===== config.mk =====
export PLATFORM = sky130hd
export DESIGN_NAME = split_read_ctrl
export DESIGN_NICKNAME = d
export VERILOG_FILES = /design/src/rtl/split_rd_pkg.sv /design/src/rtl/split_rd_fsm.sv /design/src/rtl/hi_delay_line.sv /design/src/rtl/split_read_ctrl.sv
export SDC_FILE = /design/constraint.sdc
export NUM_CORES = 1
export LEC_CHECK = 0
export BUFFER_PORTS_ARGS = -buffer_cell sky130_fd_sc_hd__clkbuf_2
export CORE_ASPECT_RATIO = 1.5
export CORE_MARGIN = 4
export CORE_UTILIZATION = 48
export CTS_CLUSTER_SIZE = 10
export DETAILED_ROUTE_END_ITERATION = 16
export GPL_ROUTABILITY_DRIVEN = 0
export PLACE_DENSITY = 0.78
export SETUP_SLACK_MARGIN = 0.4
export SLEW_MARGIN = 5
export SYNTH_ARGS = -nofsm -noshare
export SYNTH_HDL_FRONTEND = slang
export SYNTH_SLANG_ARGS = --single-unit

===== constraint.sdc =====
create_clock -name clk -period 1.8 [get_ports clk]
set_input_delay 0 -clock clk [delete_from_list [all_inputs] [get_ports clk]]
set_output_delay 0 -clock clk [all_outputs]
set_load 0.05 [all_outputs]

===== src/rtl/split_rd_pkg.sv =====
`timescale 1ns/1ps
package split_rd_pkg;
    typedef enum logic [1:0] {
        ST_IDLE  = 2'd0,
        ST_HOLD1 = 2'd1,
        ST_HOLD2 = 2'd2
    } rd_state_e;

    // Number of clocks that interrupts are masked after a low read; the
    // upper-half delay line has the same depth so both halves line up.
    localparam int HOLD_CLKS = 2;
endpackage


===== src/rtl/split_rd_fsm.sv =====
`timescale 1ns/1ps
module split_rd_fsm
    import split_rd_pkg::*;
(
    input  logic      clk,
    input  logic      rst_n,
    input  logic      rd_req,
    output rd_state_e state_q,
    output logic      take_low,
    output logic      take_high,
    output logic      in_hold
);
    rd_state_e state_d;

    // state register
    always_ff @(posedge clk) begin
        if (!rst_n) state_q <= ST_IDLE;
        else        state_q <= state_d;
    end

    // next state
    always_comb begin
        state_d = state_q;
        unique case (state_q)
            ST_IDLE:  if (rd_req) state_d = ST_HOLD1;
            ST_HOLD1: state_d = ST_HOLD2;
            ST_HOLD2: state_d = ST_IDLE;
            default:  state_d = ST_IDLE;
        endcase
    end

    // decoded outputs
    always_comb begin
        take_low  = 1'b0;
        take_high = 1'b0;
        in_hold   = 1'b0;
        unique case (state_q)
            ST_IDLE:  take_low = rd_req;
            ST_HOLD1: in_hold  = 1'b1;
            ST_HOLD2: begin
                in_hold   = 1'b1;
                take_high = rd_req;
            end
            default: ;
        endcase
    end
endmodule


===== src/rtl/hi_delay_line.sv =====
`timescale 1ns/1ps
module hi_delay_line #(
    parameter int W     = 32,
    parameter int DEPTH = 2
) (
    input  logic         clk,
    input  logic [W-1:0] din,
    output logic [W-1:0] dout
);
    logic [W-1:0] stage [DEPTH];

    always_ff @(posedge clk) stage[0] <= din;

    for (genvar i = 1; i < DEPTH; i++) begin : g_stage
        always_ff @(posedge clk) stage[i] <= stage[i-1];
    end

    assign dout = stage[DEPTH-1];
endmodule


===== src/rtl/split_read_ctrl.sv =====
`timescale 1ns/1ps
module split_read_ctrl
    import split_rd_pkg::*;
#(
    parameter int CNT_W = 64
) (
    input  logic               clk,
    input  logic               rst_n,
    input  logic               rd_req,
    input  logic               irq_pending,
    input  logic [CNT_W-1:0]   cnt_in,
    output logic [CNT_W/2-1:0] rd_data,
    output logic               rd_hi,
    output logic               irq_take
);
    localparam int HALF_W = CNT_W / 2;

    rd_state_e         state_q;
    logic              take_low;
    logic              take_high;
    logic              in_hold;
    logic [HALF_W-1:0] hi_aligned;

    split_rd_fsm u_fsm (
        .clk       (clk),
        .rst_n     (rst_n),
        .rd_req    (rd_req),
        .state_q   (state_q),
        .take_low  (take_low),
        .take_high (take_high),
        .in_hold   (in_hold)
    );

    hi_delay_line #(.W(HALF_W), .DEPTH(HOLD_CLKS)) u_hi_dly (
        .clk  (clk),
        .din  (cnt_in[CNT_W-1:HALF_W]),
        .dout (hi_aligned)
    );

    always_ff @(posedge clk) begin
        if (!rst_n) begin
            rd_data <= '0;
            rd_hi   <= 1'b0;
        end else if (take_low) begin
            rd_data <= cnt_in[HALF_W-1:0];
            rd_hi   <= 1'b0;
        end else if (take_high) begin
            rd_data <= hi_aligned;
            rd_hi   <= 1'b1;
        end
    end

    assign irq_take = irq_pending & ~in_hold;
endmodule


### Yosys cells after proc, flatten, opt, wreduce, memory -nomap -nowiden

Memories as Yosys holds them, arrays and structs flattened.
Cells that the tools add are included.

* bits in registers: 35
* bits in writable memories: 64
* input bits: 68
* logic and storage cells: 21
* memories: 1

Memories
* u_hi_dly.stage: words 2, width 32, read ports 2, clocked after Yosys merged registers in 0, write ports 2, line hi_delay_line.sv:10 `logic [W-1:0] stage [DEPTH];`

* equal/unequal tests: 3
* multiplexer cells: 7
* bitwise operators: 3
* reductions and logical operators: 4

Operator list (number)
* 2-to-1 mux 32 bit: 2
* case mux 2 bit (2 select lines): 1
* OR reduction 2 bit: 2
* 2-to-1 mux 1 bit: 3
* equality test 2 x 1 -> 1 bit (second input constant): 1
* equality test 2 bit (second input constant): 1
* zero test 2 bit: 1
* 2-to-1 mux 2 bit: 1
* != test 2 bit (second input constant): 1
* inverter 1 bit: 2
* nonzero test 2 bit: 1
* bitwise AND 1 bit: 1

### Longest topological paths before layout

* word-level depth: 5
* mapped depth: 8
* mapped depth without buffers: 5

### Modules after synthesis

From an unflattened synthesis, not the netlist that was laid out.

* cell total of the unflattened synthesis: 260
* area, all modules: 3493.4 sq um

Modules (own cells, without submodules)
* split_read_ctrl: instances 1, cells an instance 147, area an instance 1810.5 sq um
* hi_delay_line: instances 1, cells an instance 96, area an instance 1521.5 sq um
* split_rd_fsm: instances 1, cells an instance 17, area an instance 161.4 sq um

### Worst setup path before layout

Ideal clock, no wire load.

* path kind: reg-to-reg
* start point: register u_fsm.state_q[0]
* end point: register rd_data[0]
* library setup time: 0.125 ns
* arrival time: 1.293 ns
* setup slack: 0.382 ns
* cell stages (with the launch flop): 7
* buffers on the path: 2
* cell sequence: dfxtp_1 inv_1 ha_1 buf_6 o211ai_2 clkbuf_1 o2bb2ai_1

* word-level cells in the longest chain between the ends: 3
* elaborated cells on any way between the ends: 6

RTL lines
* from (decl): line split_rd_fsm.sv:8 `output rd_state_e state_q,`
* from (signal assigned): line split_rd_fsm.sv:18 `else state_q <= state_d;`
* equality test 2 bit / zero test 2 bit (equally long branches): line split_rd_fsm.sv:37 `unique case (state_q)`
* 2-to-1 mux 1 bit: line split_rd_fsm.sv:37
* nonzero test 2 bit (no line) / 2-to-1 mux 32 bit (equally long branches)
* to (signal assigned): line split_read_ctrl.sv:45 `rd_data <= cnt_in[HALF_W-1:0];`
* to (signal assigned): line split_read_ctrl.sv:48 `rd_data <= hi_aligned;`
* to (decl): line split_read_ctrl.sv:12 `output logic [CNT_W/2-1:0] rd_data,`

Several ways; a longest one is shown, not always the timed one.
A chain may end at the register's enable or synchronous reset.

### Worst setup path after layout

* start point: register u_fsm.state_q[0]
* end point: register rd_data[7]

Same word-level chain as after synthesis.

==> metrics.txt <==
# TYPE chip_impl_metric gauge
chip_impl_metric{name="syn_to_final_growth",unit="%"} 54.6
chip_impl_metric{name="sequential_to_total_area_share_from_yosys_stat",unit="%"} 70.2
chip_impl_metric{name="overflow",unit=""} 0
chip_impl_info{name="status",value="finished clean"} 1
chip_impl_metric{name="place.port_buffers",unit=""} 101
chip_impl_metric{name="finalCoreUtilization",unit="%"} 78.3
chip_impl_metric{name="hold_ws",unit="ps"} 30.0
chip_impl_metric{name="first_pass_grt_wire_length",unit="mm"} 10.5
chip_impl_metric{name="fmax",unit="MHz"} 722
chip_impl_metric{name="tritoncts_buffer_count",unit=""} 9
chip_impl_metric{name="via_count_of_the_first_global_routing_pass",unit=""} 2311
chip_impl_metric{name="setup_total_negative_slack",unit="ps"} 0
chip_impl_metric{name="detail_route.wirelength",unit="mm"} 6.88
chip_impl_metric{name="max_slew_headroom",unit="%"} 80.0
chip_impl_info{name="cts_root_buffer",value="clkbuf_8"} 1
chip_impl_metric{name="dp_hpwl",unit="mm"} 4.00
chip_impl_metric{name="period_share",unit="%"} 77.0
chip_impl_metric{name="worst-path-buf-inv",unit=""} 2
chip_impl_metric{name="synth_nets",unit=""} 268
chip_impl_info{name="setup_repair_after_global_routing_missed_its_margin",value="false"} 1
chip_impl_metric{name="post_synth.cell_area_avg",unit="sq um"} 14.4
chip_impl_info{name="mostFrequentLayoutCells",value="clkbuf_2 (100), dfxtp_1 (97), dlygate4sd3_1 (65)"} 1
chip_impl_metric{name="antenna_violations_before_repair",unit=""} 0
chip_impl_metric{name="finalClockSkew",unit="ps"} 5.37
chip_impl_info{name="timing.setup.critical_path_class",value="reg2reg"} 1
chip_impl_metric{name="yosysWarningCount",unit=""} 0
chip_impl_info{name="cpLargestDelayFamily",value="flip-flops"} 1
chip_impl_info{name="crit_slowest_cell",value="dfxtp_2"} 1
chip_impl_metric{name="filler_cell_count",unit=""} 330
chip_impl_metric{name="first_iter_violations",unit=""} 55
chip_impl_info{name="crit_path_start_kind",value="register"} 1
chip_impl_metric{name="worst_ir_drop_vdd",unit="V"} 0.000896
chip_impl_metric{name="groute.usage.overall",unit="%"} 19.3
chip_impl_metric{name="transition_time_at_the_pin_with_the_least_slew_margin",unit="ps"} 301
chip_impl_metric{name="placedInstanceArea",unit="sq mm"} 0.00338
chip_impl_metric{name="rows",unit=""} 33
chip_impl_metric{name="boundaryPins",unit=""} 102
chip_impl_metric{name="synthDominantCellAreaShare",unit="%"} 70.2
chip_impl_metric{name="start_util",unit="%"} 50.6
chip_impl_metric{name="maximum_capacitance_violations",unit=""} 0
chip_impl_info{name="synth_top_cell_by_area",value="dfxtp_1"} 1
chip_impl_metric{name="seqCellArea",unit="sq mm"} 0.00198
chip_impl_metric{name="multi_input_comb_area",unit="sq um"} 768
chip_impl_info{name="mostFrequentLayoutCell",value="clkbuf_2"} 1
chip_impl_metric{name="post-cts-setup-buffer-count",unit=""} 0
chip_impl_metric{name="postSynthCellCount",unit=""} 196
chip_impl_metric{name="drt_pre_antenna_iters",unit=""} 4
chip_impl_metric{name="power.static_leakage",unit="nW"} 2.06
chip_impl_metric{name="chipHeight",unit="microns"} 102
chip_impl_metric{name="final_net_count",unit=""} 443
chip_impl_metric{name="maximum_number_of_pins_on_one_net_before_global_route_repair",unit=""} 19
chip_impl_info{name="synth_top_cells_by_area",value="dfxtp_1 (70%), mux2i_1 (12%), o2bb2ai_1 (9.6%)"} 1
chip_impl_info{name="cp-end-kind",value="register"} 1
chip_impl_metric{name="postSynth.asyncResetShare",unit="%"} 0
chip_impl_metric{name="routedWlPerCell",unit="microns"} 15.4
chip_impl_metric{name="cpPeakStageDelay",unit="ps"} 370
chip_impl_info{name="min-delay-path-class",value="in2reg"} 1
chip_impl_metric{name="cts.htree.levels",unit=""} 3
chip_impl_info{name="timing.critical_path.cells",value="inv_2, ha_2, o21ai_2, and2_4, clkbuf_16, o2bb2ai_1"} 1
chip_impl_metric{name="drive_above_1_share",unit="%"} 35.9
chip_impl_metric{name="die_x",unit="microns"} 70.6
chip_impl_metric{name="number_of_enable_type_register_cells_in_the_synthesized_netlist",unit=""} 0
chip_impl_metric{name="worst-endpoint-required",unit="ps"} 2080
chip_impl_metric{name="antenna_cells",unit=""} 0
chip_impl_metric{name="clkSinkCount",unit=""} 99
chip_impl_metric{name="postLayoutCellArea",unit="sq mm"} 0.00436
chip_impl_info{name="ys.flop_type",value="dfxtp_1"} 1
chip_impl_metric{name="fp.coreArea",unit="sq mm"} 0.00557
chip_impl_metric{name="clk_pin_slew_worst_paths",unit="ps"} 90
chip_impl_metric{name="cts_buffer_depth",unit=""} 2
chip_impl_metric{name="dr_total_vias",unit=""} 2095
chip_impl_metric{name="finalSetupViolations",unit=""} 0
chip_impl_metric{name="route.detailed.vias_per_inst",unit=""} 4.70
chip_impl_metric{name="timing.final.max_slew_violations",unit=""} 0
chip_impl_metric{name="hold_violations",unit=""} 0
chip_impl_metric{name="route.detailed.drc",unit=""} 0
chip_impl_metric{name="critical_path_peak_fanout",unit=""} 9
chip_impl_metric{name="timing.final.crit_period",unit="ps"} 1390
chip_impl_metric{name="synth_unique_cells",unit=""} 19
chip_impl_metric{name="synth.ff_latch_count",unit=""} 99
chip_impl_info{name="tritoncts",value="built"} 1
chip_impl_metric{name="clock_latency",unit="ps"} 350
chip_impl_metric{name="power.density",unit="mW/mm^2"} 1200
chip_impl_metric{name="route.antenna.remaining_nets",unit=""} 0
chip_impl_metric{name="netlist_area",unit="sq mm"} 0.00282
chip_impl_metric{name="fp.dieArea",unit="sq mm"} 0.00719
chip_impl_metric{name="worstPathArrival",unit="ps"} 1670
[cell families (layout without fill, tap and decap cells)]
family,after synthesis,after routing,share of synthesized area (%)
DFF,99,99,70.2
AOI/OAI and AO/OA,36,36,10.9
muxes,33,33,11.7
buffers and inverters,13,193,3.37
and+or+nand+nor,11,11,2.04
adders and majority gates,4,4,1.77
[what timing repair did]
action / 4_1_cts / 5_1_grt
endpoints found under the setup margin: 34 / 35
endpoints found under the hold margin: 67 / 0
resized for setup: 5 / 19
cloned: 0 / 2
hold buffers: 65 / 0
[path summary, 6_finish.rpt]
check                                     startpoint                     to  slack (ps)  cells after the start
worst max register to register      u_fsm.state_q[0]             rd_data[7]         410                      6
worst max-delay path                u_fsm.state_q[0]             rd_data[7]         410                      6
worst min register to register  u_hi_dly.stage[0][9]  u_hi_dly.stage[0][41]         330                      0
worst min-delay path                      cnt_in[30]            rd_data[30]          30                      4
[registers in the layout, indices dropped and copies added (netlist names)]
signal / count
rd_hi: 1
u_fsm.state_q: 2
rd_data: 32
u_hi_dly.stage: 64
[per-layer routing]
metal  wire (microns)  vias to the layer above  GRT usage, %
met1             2540                      969          19.0
met2             3830                       68          36.4
met4              195                        0          9.55
li1                 -                     1042             -
met5                0                        -             0
met3              312                       16          5.71
[cell usage after synthesis (all sizes together), types with 2 or more instances]
cell,count
dfxtp,99
mux2i,33
o2bb2ai,31
buf,6
clkbuf,5
ha,4
nand2,4
nor2b,3
a21oi,2
inv,2
[report_power, final]
group / internal (mW) / switching, mW / leakage, nW
Sequential: 2.38 / 0.0864 / 0.828
Combinational: 0.499 / 0.738 / 1.12
Clock: 0.829 / 0.721 / 0.110
[through the flow]
stage | instances | setup slack (ps) | total power, mW
floorplan | 196 | 382 | 3.27
global placement | 363 | 441 | 3.51
detailed placement | 363 | 345 | 3.54
CTS | 444 | 364 | 5.19
global route | 446 | 365 | 5.45
finish | 446 | 414 | 5.25
[cell type report]
cell class              count  share of cell area, %
clock buffers              11                   3.24
clock inverters             5                   1.95
inverters                   2                  0.172
multi-input cells          84                   17.6
flip-flops and latches     99                   45.5
well taps                  70                   2.01
repair buffers            175                   29.5
[worst min-delay path: cells and delay by family]
kind,cells,cell delay [ps]
and+or+nand+nor,1,140
buffers and inverters,1,80
AOI/OAI and AO/OA,2,120
Power figures use the tool's default switching activity.
